[src/rtl/csdec_pkg.sv]
package csdec_pkg;
  localparam int NUM_ROWS = 4;
  localparam int IDX_W    = $clog2(NUM_ROWS);

  typedef struct packed {
    logic [NUM_ROWS-1:0] wrRow;
    logic                rdEn;
    logic                rdHit;
    logic [IDX_W-1:0]    rdRow;
    logic                lookupEn;
  } csStrobes_t;
endpackage

[src/rtl/csdec_ctrl.sv]
module csdec_ctrl
  import csdec_pkg::*;
#(
  parameter int REG_ADDR_W = 5,
  parameter int ROW_STRIDE = 8
) (
  input  logic                  clk,
  input  logic                  rstN,
  input  logic                  regWrEn,
  input  logic                  regRdEn,
  input  logic [REG_ADDR_W-1:0] regAddr,
  input  logic                  lookupValid,
  output csStrobes_t            strobes,
  output logic                  resultValid
);
  localparam int STRIDE_LSB = $clog2(ROW_STRIDE);

  logic [STRIDE_LSB-1:0] offLow;
  logic [REG_ADDR_W-1:0] wordNum;
  logic [IDX_W-1:0]      rowSel;
  logic                  rowOk;

  assign offLow  = regAddr[STRIDE_LSB-1:0];
  assign wordNum = regAddr >> STRIDE_LSB;
  assign rowSel  = wordNum[IDX_W-1:0];
  assign rowOk   = (offLow == '0) && (wordNum < REG_ADDR_W'(NUM_ROWS));

  always_comb begin
    strobes = '0;
    for (int r = 0; r < NUM_ROWS; r++) begin
      strobes.wrRow[r] = regWrEn && rowOk && (rowSel == IDX_W'(r));
    end
    strobes.rdEn     = regRdEn;
    strobes.rdHit    = rowOk;
    strobes.rdRow    = rowSel;
    strobes.lookupEn = lookupValid;
  end

  always_ff @(posedge clk or negedge rstN) begin
    if (!rstN) resultValid <= 1'b0;
    else       resultValid <= lookupValid;
  end

  // a bus write never lands in more than one row
  a_r1_single_row_write: assert property (@(posedge clk) disable iff (!rstN)
    $onehot0(strobes.wrRow));
endmodule

[src/rtl/csdec_datapath.sv]
module csdec_datapath
  import csdec_pkg::*;
#(
  parameter int FIELD_W = 16
) (
  input  logic                 clk,
  input  logic                 rstN,
  input  csStrobes_t           strobes,
  input  logic                 resultValid,
  input  logic [2*FIELD_W-1:0] wrData,
  input  logic [FIELD_W-1:0]   keyVal,
  output logic [2*FIELD_W-1:0] rdData,
  output logic [IDX_W-1:0]     rowIdx,
  output logic                 rowHit,
  output logic                 outOfRange
);
  localparam int REG_W = 2 * FIELD_W;

  logic [REG_W-1:0]   bndQ   [NUM_ROWS];
  logic [FIELD_W-1:0] startF [NUM_ROWS];
  logic [FIELD_W-1:0] endF   [NUM_ROWS];
  logic [NUM_ROWS-1:0] rowMatch;

  for (genvar g = 0; g < NUM_ROWS; g++) begin : gRow
    always_ff @(posedge clk or negedge rstN) begin
      if (!rstN)                 bndQ[g] <= '0;
      else if (strobes.wrRow[g]) bndQ[g] <= wrData;
    end
    assign startF[g]   = bndQ[g][REG_W-1:FIELD_W];
    assign endF[g]     = bndQ[g][FIELD_W-1:0];
    assign rowMatch[g] = (startF[g] != endF[g]) &&
                         (keyVal >= startF[g]) && (keyVal <= endF[g]);
  end

  logic [IDX_W-1:0] foundIdx;
  logic             found;

  always_comb begin
    foundIdx = '0;
    found    = 1'b0;
    for (int i = NUM_ROWS - 1; i >= 0; i--) begin
      if (rowMatch[i]) begin
        foundIdx = IDX_W'(i);
        found    = 1'b1;
      end
    end
  end

  always_ff @(posedge clk or negedge rstN) begin
    if (!rstN) begin
      rowIdx     <= '0;
      rowHit     <= 1'b0;
      outOfRange <= 1'b0;
    end else if (strobes.lookupEn) begin
      rowIdx     <= foundIdx;
      rowHit     <= found;
      outOfRange <= !found;
    end
  end

  always_ff @(posedge clk or negedge rstN) begin
    if (!rstN)             rdData <= '0;
    else if (strobes.rdEn) rdData <= strobes.rdHit ? bndQ[strobes.rdRow] : '0;
  end

  logic [FIELD_W-1:0] selStart;
  logic [FIELD_W-1:0] selEnd;
  assign selStart = startF[rowIdx];
  assign selEnd   = endF[rowIdx];

  // a reported hit lies inside the chosen row's inclusive bounds
  a_r3_hit_in_bounds: assert property (@(posedge clk) disable iff (!rstN)
    resultValid && rowHit && $past(strobes.wrRow == '0) |->
      ($past(keyVal) >= selStart) && ($past(keyVal) <= selEnd));

  // an empty row is never reported
  a_r4_no_empty_hit: assert property (@(posedge clk) disable iff (!rstN)
    resultValid && rowHit && $past(strobes.wrRow == '0) |-> selStart != selEnd);

  // each result is exactly one of hit or out-of-range
  a_r6_hit_xor_oor: assert property (@(posedge clk) disable iff (!rstN)
    resultValid |-> (rowHit != outOfRange));

  // a valid result always follows a request one cycle earlier
  a_r7_valid_after_request: assert property (@(posedge clk) disable iff (!rstN)
    resultValid |-> $past(strobes.lookupEn));

  // result outputs hold when no lookup was requested
  a_r8_hold_result: assert property (@(posedge clk) disable iff (!rstN)
    !$past(strobes.lookupEn) |-> $stable({rowIdx, rowHit, outOfRange}));
endmodule

[src/rtl/cs_bounds_decoder.sv]
module cs_bounds_decoder
  import csdec_pkg::*;
#(
  parameter int PHYS_ADDR_W = 40,
  parameter int UNIT_SHIFT  = 24,
  parameter int REG_ADDR_W  = 5,
  parameter int ROW_STRIDE  = 8
) (
  input  logic                                  clk,
  input  logic                                  rstN,
  input  logic                                  regWrEn,
  input  logic                                  regRdEn,
  input  logic [REG_ADDR_W-1:0]                 regAddr,
  input  logic [2*(PHYS_ADDR_W-UNIT_SHIFT)-1:0] regWrData,
  output logic [2*(PHYS_ADDR_W-UNIT_SHIFT)-1:0] regRdData,
  input  logic                                  lookupValid,
  input  logic [PHYS_ADDR_W-1:0]                errAddr,
  output logic                                  resultValid,
  output logic [IDX_W-1:0]                      rowIdx,
  output logic                                  rowHit,
  output logic                                  outOfRange
);
  localparam int FIELD_W = PHYS_ADDR_W - UNIT_SHIFT;

  csStrobes_t         strobes;
  logic [FIELD_W-1:0] keyVal;
  logic               unusedLowBits;

  assign keyVal        = errAddr[PHYS_ADDR_W-1:UNIT_SHIFT];
  assign unusedLowBits = ^errAddr[UNIT_SHIFT-1:0];

  csdec_ctrl #(
    .REG_ADDR_W (REG_ADDR_W),
    .ROW_STRIDE (ROW_STRIDE)
  ) uCtrl (
    .clk         (clk),
    .rstN        (rstN),
    .regWrEn     (regWrEn),
    .regRdEn     (regRdEn),
    .regAddr     (regAddr),
    .lookupValid (lookupValid),
    .strobes     (strobes),
    .resultValid (resultValid)
  );

  csdec_datapath #(
    .FIELD_W (FIELD_W)
  ) uData (
    .clk         (clk),
    .rstN        (rstN),
    .strobes     (strobes),
    .resultValid (resultValid),
    .wrData      (regWrData),
    .keyVal      (keyVal),
    .rdData      (regRdData),
    .rowIdx      (rowIdx),
    .rowHit      (rowHit),
    .outOfRange  (outOfRange)
  );
endmodule

[config.mk]
export PLATFORM = sky130hd
export DESIGN_NAME = cs_bounds_decoder
export DESIGN_NICKNAME = d
export VERILOG_FILES = /design/src/rtl/csdec_pkg.sv /design/src/rtl/csdec_ctrl.sv /design/src/rtl/csdec_datapath.sv /design/src/rtl/cs_bounds_decoder.sv
export SDC_FILE = /design/constraint.sdc
export NUM_CORES = 1
export LEC_CHECK = 0
export BUFFER_PORTS_ARGS = -buffer_cell sky130_fd_sc_hd__buf_4
export CAP_MARGIN = 10
export CORE_AREA = 8 8 150 152
export DETAILED_ROUTE_END_ITERATION = 16
export DIE_AREA = 0 0 158 160
export PLACE_DENSITY = 0.74
export SYNTH_ARGS = -nofsm -noshare
export SYNTH_HDL_FRONTEND = slang
export SYNTH_HIERARCHICAL = 1
export SYNTH_SLANG_ARGS = --single-unit
[constraint.sdc]
create_clock -name clk -period 2.2 [get_ports clk]
set_input_delay 0.11 -clock clk [delete_from_list [all_inputs] [get_ports clk]]
set_output_delay 0.11 -clock clk [all_outputs]
set_load 0.05 [all_outputs]
Word-level counts from Yosys, hierarchy flattened
Cells that the tools add are included.
{"block": "totals", "ff_bits": 165, "inputBits": 82, "output_inout_bits": 37}
{"block": "op_classes", "n_lt_le_gt_ge": 10, "n_eq_ne": 7, "n_mux": 12, "bitwise": 1, "reduce_logical": 17}
{"operator": "2-to-1 mux 32 bit", "count": 3}
{"operator": "binary-select mux 32 bit (select 2 bit)", "count": 1}
{"operator": ">= comparator 16 bit", "count": 4}
{"operator": "<= comparator 16 bit", "count": 4}
{"operator": "inequality test 16 bit", "count": 4}
{"operator": "logical AND 1 bit", "count": 14}
{"operator": "2-to-1 mux 2 bit", "count": 4}
{"operator": "== test 2 bit (second input constant)", "count": 2}
{"operator": "2-to-1 mux 1 bit", "count": 4}
{"operator": ">= comparator 3 bit (second input constant)", "count": 1}
{"operator": "logical NOT 3 bit", "count": 1}
{"operator": "< comparator 2 x 3 -> 1 bit (second input constant)", "count": 1}
{"operator": "NOT 2 -> 3 bit", "count": 1}
{"operator": "== test 2 x 1 -> 1 bit (second input constant)", "count": 1}
{"operator": "logical NOT 2 bit", "count": 1}
{"operator": "logical NOT 1 bit", "count": 1}

Longest topological paths before layout
{"block": "depth", "word_depth": 8, "depth_mapped": 9}

Modules after synthesis
Netlist, hierarchy kept.
{"module": "csdec_datapath", "n_inst": 1, "cells_per_inst": 1119, "area_per_inst_um2": 10530.1, "seq_area_each_um2": 4103.9}
{"module": "csdec_ctrl", "n_inst": 1, "cells_per_inst": 11, "area_per_inst_um2": 113.9, "seq_area_each_um2": 25.0}

Worst setup path before layout
No wires, ideal clock.
{"block": "synth_path", "path_type": "register to register", "start": "register uData/bndQ[89] in the netlist's numbering", "end": "register uData.outOfRange", "setup_time_ns": 0.118, "arrival_ns": 2.057, "t_required_ns": 2.082, "path_slack_ns": 0.024, "stages_incl_launch_ff": 10, "synth_period_minus_slack_ns": 2.176, "path_cell_list": "dfrtp_1 inv_1 ha_1 nand4_1 or3_1 nor3_1 nor4_2 nor4_2 nor4_2 a21o_1"}
{"block": "synth_via", "elab_chain_len": 6, "elab_cells_between_ends": 7, "cone_classes": "order compare: 1; eq/ne: 1; mux: 2; reduce/logical: 3"}
{"item": "start, declared", "line": "csdec_datapath.sv:19", "source": "logic [REG_W-1:0] bndQ [NUM_ROWS];"}
{"item": "start signal, assigned by index", "line": "csdec_datapath.sv:27", "source": "else if (strobes.wrRow[g]) bndQ[g] <= wrData;"}
{"item": ">= comparator 16 bit or inequality test 16 bit (tied branches)", "line": "csdec_datapath.sv:32, csdec_datapath.sv:31"}
{"item": "logical AND 1 bit *", "line": "csdec_datapath.sv:31", "source": "assign rowMatch[g] = (startF[g] != endF[g]) &&"}
{"item": "logical AND 1 bit *", "line": "csdec_datapath.sv:32", "source": "(keyVal >= startF[g]) && (keyVal <= endF[g]);"}
{"item": "2-to-1 mux 1 bit * (2 in series)", "line": "csdec_datapath.sv:42", "source": "if (rowMatch[i]) begin"}
{"item": "logical NOT 1 bit *", "line": "csdec_datapath.sv:57", "source": "outOfRange <= !found;"}
{"item": "end signal, assigned", "line": "csdec_datapath.sv:57"}
{"item": "end, declared", "line": "csdec_datapath.sv:15", "source": "output logic outOfRange"}
Mark *: on every way between the ends. The rest lies on a longest branch, timed or not.
A chain may end at the register's enable or synchronous reset.

Final worst setup path
{"block": "layout_path", "start": "register uData/bndQ[127] in the netlist's numbering", "end": "register uData.outOfRange"}
{"block": "layout_via", "elab_chain_len": 5, "elab_cells_between_ends": 6, "cone_classes": "order compare: 1; eq/ne: 1; mux: 1; reduce/logical: 3"}
{"item": ">= comparator 16 bit or inequality test 16 bit (tied branches)", "line": "csdec_datapath.sv:32, csdec_datapath.sv:31"}
{"item": "logical AND 1 bit *", "line": "csdec_datapath.sv:31"}
{"item": "logical AND 1 bit *", "line": "csdec_datapath.sv:32"}
{"item": "2-to-1 mux 1 bit *", "line": "csdec_datapath.sv:42"}
{"item": "logical NOT 1 bit *", "line": "csdec_datapath.sv:57"}
Marked as above.

==> metrics <==
antenna cells 0; Worst path top cell family by delay compound AO/OA/AOI/OAI gates; slowest cell on the critical path dfrtp_1; Syn. warnings 6; RSZ-0062 raised after global routing true; Clock Skews ~0.015 ns; clock buffer depth 2; full die area about 25000 sq um; status finished, violations left; multiplexer share of the synthesized area ~7.6%; Post-DRT Antenna Nets 0; post-synth top area cell dfrtp_1; Yosys cell types 54; Final period util 105%; top-count cell post-synth dfrtp_1; Core ar. between 20000 and 25000 sq um; P&R area growth vs syn 34.8%; Starting Density 53.1%; Synth async-reset ratio 100%; post-synthesis compound-gate area fraction between 10 and 15%; setup slack at placement -0.262 ns; Placed Instance Area 12800 sq um; Setup WS post-layout -0.117 ns; Starting DRT DRC Count ~1.1k; Worst EP required about 2.5 ns; Vias between 9k and 10k; number of vias per cell between 5 and 6; largest net degree at the start of global routing 68; MaxCap Viol Count 0; CTS clk-pin slew, worst paths approximately 0.07 ns; main combinational cell family by area after synthesis adder cells; Buf+Inv Stages, Crit Path 2; Synth top area share approximately two fifths; post-synthesis sequential area ratio between 30% and 40%; Post-Route Setup TNS -0.320 ns; Main synth FF type dfrtp_1; CTS sink cnt ~170; clock root buffer master clkbuf_16; vias in the first global route between 9k and 10k; HPWL after detailed placement 26.8 mm; arrival time at the worst endpoint approximately 2.7 ns; Fmax achieved around 0.43 GHz; DR DRC count 0; Post-Synthesis Cell Area around 11000 sq um; xor/xnor share of the synthesized area ~5.3%; layout cell share with drive strength beyond 1 slightly above 30%; total gr overflow 0; H-Tree Depth 4; Slew HR 58.5%; num rows between 50 and 60; Non-Filler Cell Area, Final about 14000 sq um; CP startpoint kind flop; EDFF count, synth 0; syn avg cell area between 9 and 10 sq um; Setup violations, final 4; maximum vdd ir drop between 0.6 and 0.7 mV; Slew @ Worst Pin approximately 0.62 ns; Static Leak roughly 6.7 nW; die height roughly 160 um; Synth Area in Adders around 15%; Buffers on Ports 94; initial antenna violation count 0; top cells by area, synth dfrtp_1 39%, ha_1 15%, o21ai_0 7.6%; Max Slew Vio Count 0; Routed wire per std cell 21.3 um; routability congestion estimate roughly 0.98; io pins about 120; gr usage total between 20% and 30%; TritonCTS Buffers 17; TritonCTS clock tree done; endpoints failing hold 0; failing checks negative setup slack; Final #Nets about 1.6k; die width between 150 and 200 um; worst hold path type primary input to flop; Post-synth top cells 165 x dfrtp_1, 161 x o21ai_0, 159 x inv_1; Crit path largest cell delay 0.36 ns; nature of the critical path endpoint flop; first-pass GRT wire length between 50 and 60 mm; Cell Chain, Critical Path inv_1, ha_4, nand4_1, a211oi_2, a211oi_2, a311oi_2, buf_4, nor4_4, a21o_1; Period minus WS final between 2 and 2.5 ns; clk_lat worst skew around 0.43 ns; Final Routed Wirelength 36.0 mm; Cells after Synth roughly 1.1k; FF+latch count, synth ~170; Crit Path Category flop to flop; simple-gate share of the synthesized area 12.2%; Power Dens Cells roughly 890 nW/um^2; Syn Nets 1340; DRT Pass-1 Iters 12; Crit path top cell by count a211oi_2; worst-path fanout max 3
[final cells by class]
| cell class | instances | area (sq um) |
|---|---|---|
| multi-input cells | 755 | 6200 |
| inverters | 159 | 597 |
| clock buffers | 17 | 425 |
| repair buffers | 313 | 2500 |
| well taps | 270 | 338 |
| clock inverters | 15 | 150 |
| fillers | 1475 | 5690 |
| flip-flops and latches | 165 | 4130 |
[path summary, 6_finish.rpt]
check | from | end | slack (ns) | cells after the start
worst max-delay path | uData/bndQ[127] | uData/outOfRange | -0.12 | 9
worst min-delay path | lookupValid | uData/rowIdx[0] | 0.1 | 3
worst max register to register | uData/bndQ[127] | uData/outOfRange | -0.12 | 9
worst min register to register | uData/outOfRange | uData/outOfRange | 0.50 | 1
max in group asynchronous | rstN | uData/bndQ[46] | 1.25 | 3
min in group asynchronous | rstN | uData/rdData[20] | 0.24 | 2
[sequential cells by signal, summed over array words and instances (netlist names)]
| signal | cells |
|---|---|
| uData/rdData | 32 |
| uData/rowIdx | 2 |
| uData/outOfRange | 1 |
| uData/rowHit | 1 |
| uCtrl/resultValid | 1 |
| uData/bndQ | 128 |
[repair_timing]
item,4_1_cts,5_1_grt
buffers inserted,9,7
gates resized for setup,45,35
pin swaps,27,23
endpoints found under the setup margin,4,4
hold endpoints to repair,194,0
hold buffers,34,0
[report_power, final]
part           switching (W)  internal [W]  total, W
registers           0.000447       0.00366   0.00410
logic                0.00316       0.00261   0.00577
clock network        0.00136       0.00158   0.00294
total                0.00497       0.00785    0.0128
[cells in the final DEF (no fill, tap or decap), types with 3 or more instances in the layout]
cell / Yosys / layout
dlygate4sd3_1: 0 / 34
nor2_1: 11 / 11
nor3_1: 6 / 3
o21ai_0: 161 / 158
nor2b_1: 3 / 3
buf_12: 0 / 5
o21a_1: 4 / 4
clkinv_4: 0 / 4
ha_4: 0 / 23
mux2_2: 8 / 8
xor2_1: 48 / 48
nand2_1: 141 / 141
clkinvlp_4: 0 / 4
o21ai_1: 1 / 4
a21o_1: 9 / 9
inv_1: 159 / 142
nor4_1: 13 / 12
inv_2: 0 / 17
ha_1: 128 / 105
nand3_1: 47 / 46
a211oi_2: 0 / 6
xnor2_1: 16 / 16
buf_4: 5 / 272
a21oi_1: 45 / 38
nand2b_1: 4 / 4
nor4_4: 0 / 4
nand4_1: 29 / 29
dfrtp_1: 165 / 165
clkbuf_16: 0 / 17
a21oi_2: 0 / 7
o211ai_1: 5 / 5
mux4_2: 32 / 32
[worst reg2reg max path: stages (launching register included)]
cell,delay (ns)
dfrtp_1,0.36
inv_1,0.09
ha_4,0.30
nand4_1,0.27
a211oi_2,0.34
a211oi_2,0.11
a311oi_2,0.33
buf_4,0.20
nor4_4,0.05
a21o_1,0.16
[metal layers]
layer	global-route usage (%)	share of wire (%)
met1	39.0	41
met2	44.9	46
met3	3.51	9.0
met4	12.9	4.6
met5	0	0
[cells by family after synthesis]
logic type | count (synthesis)
xor gates and xnor gates | 64
muxes | 40
DFF | 165
adders and majority gates | 128
AOI/OAI and AO/OA | 253
and+or+nand+nor | 270
buffers and inverters | 210
[metrics by stage]
stage               utilization [%]  power, W  hold slack, ns  cells
floorplan                         -   0.00671          -0.186   1130
global placement               64.1   0.00904           0.151   1616
detailed placement             64.1   0.00919           0.146   1616
CTS                            70.5    0.0125          0.0595   1689
global route                   71.6    0.0134          0.0923   1694
finish                         71.6    0.0128          0.0994   1694
(Power assumes the default switching activity.)
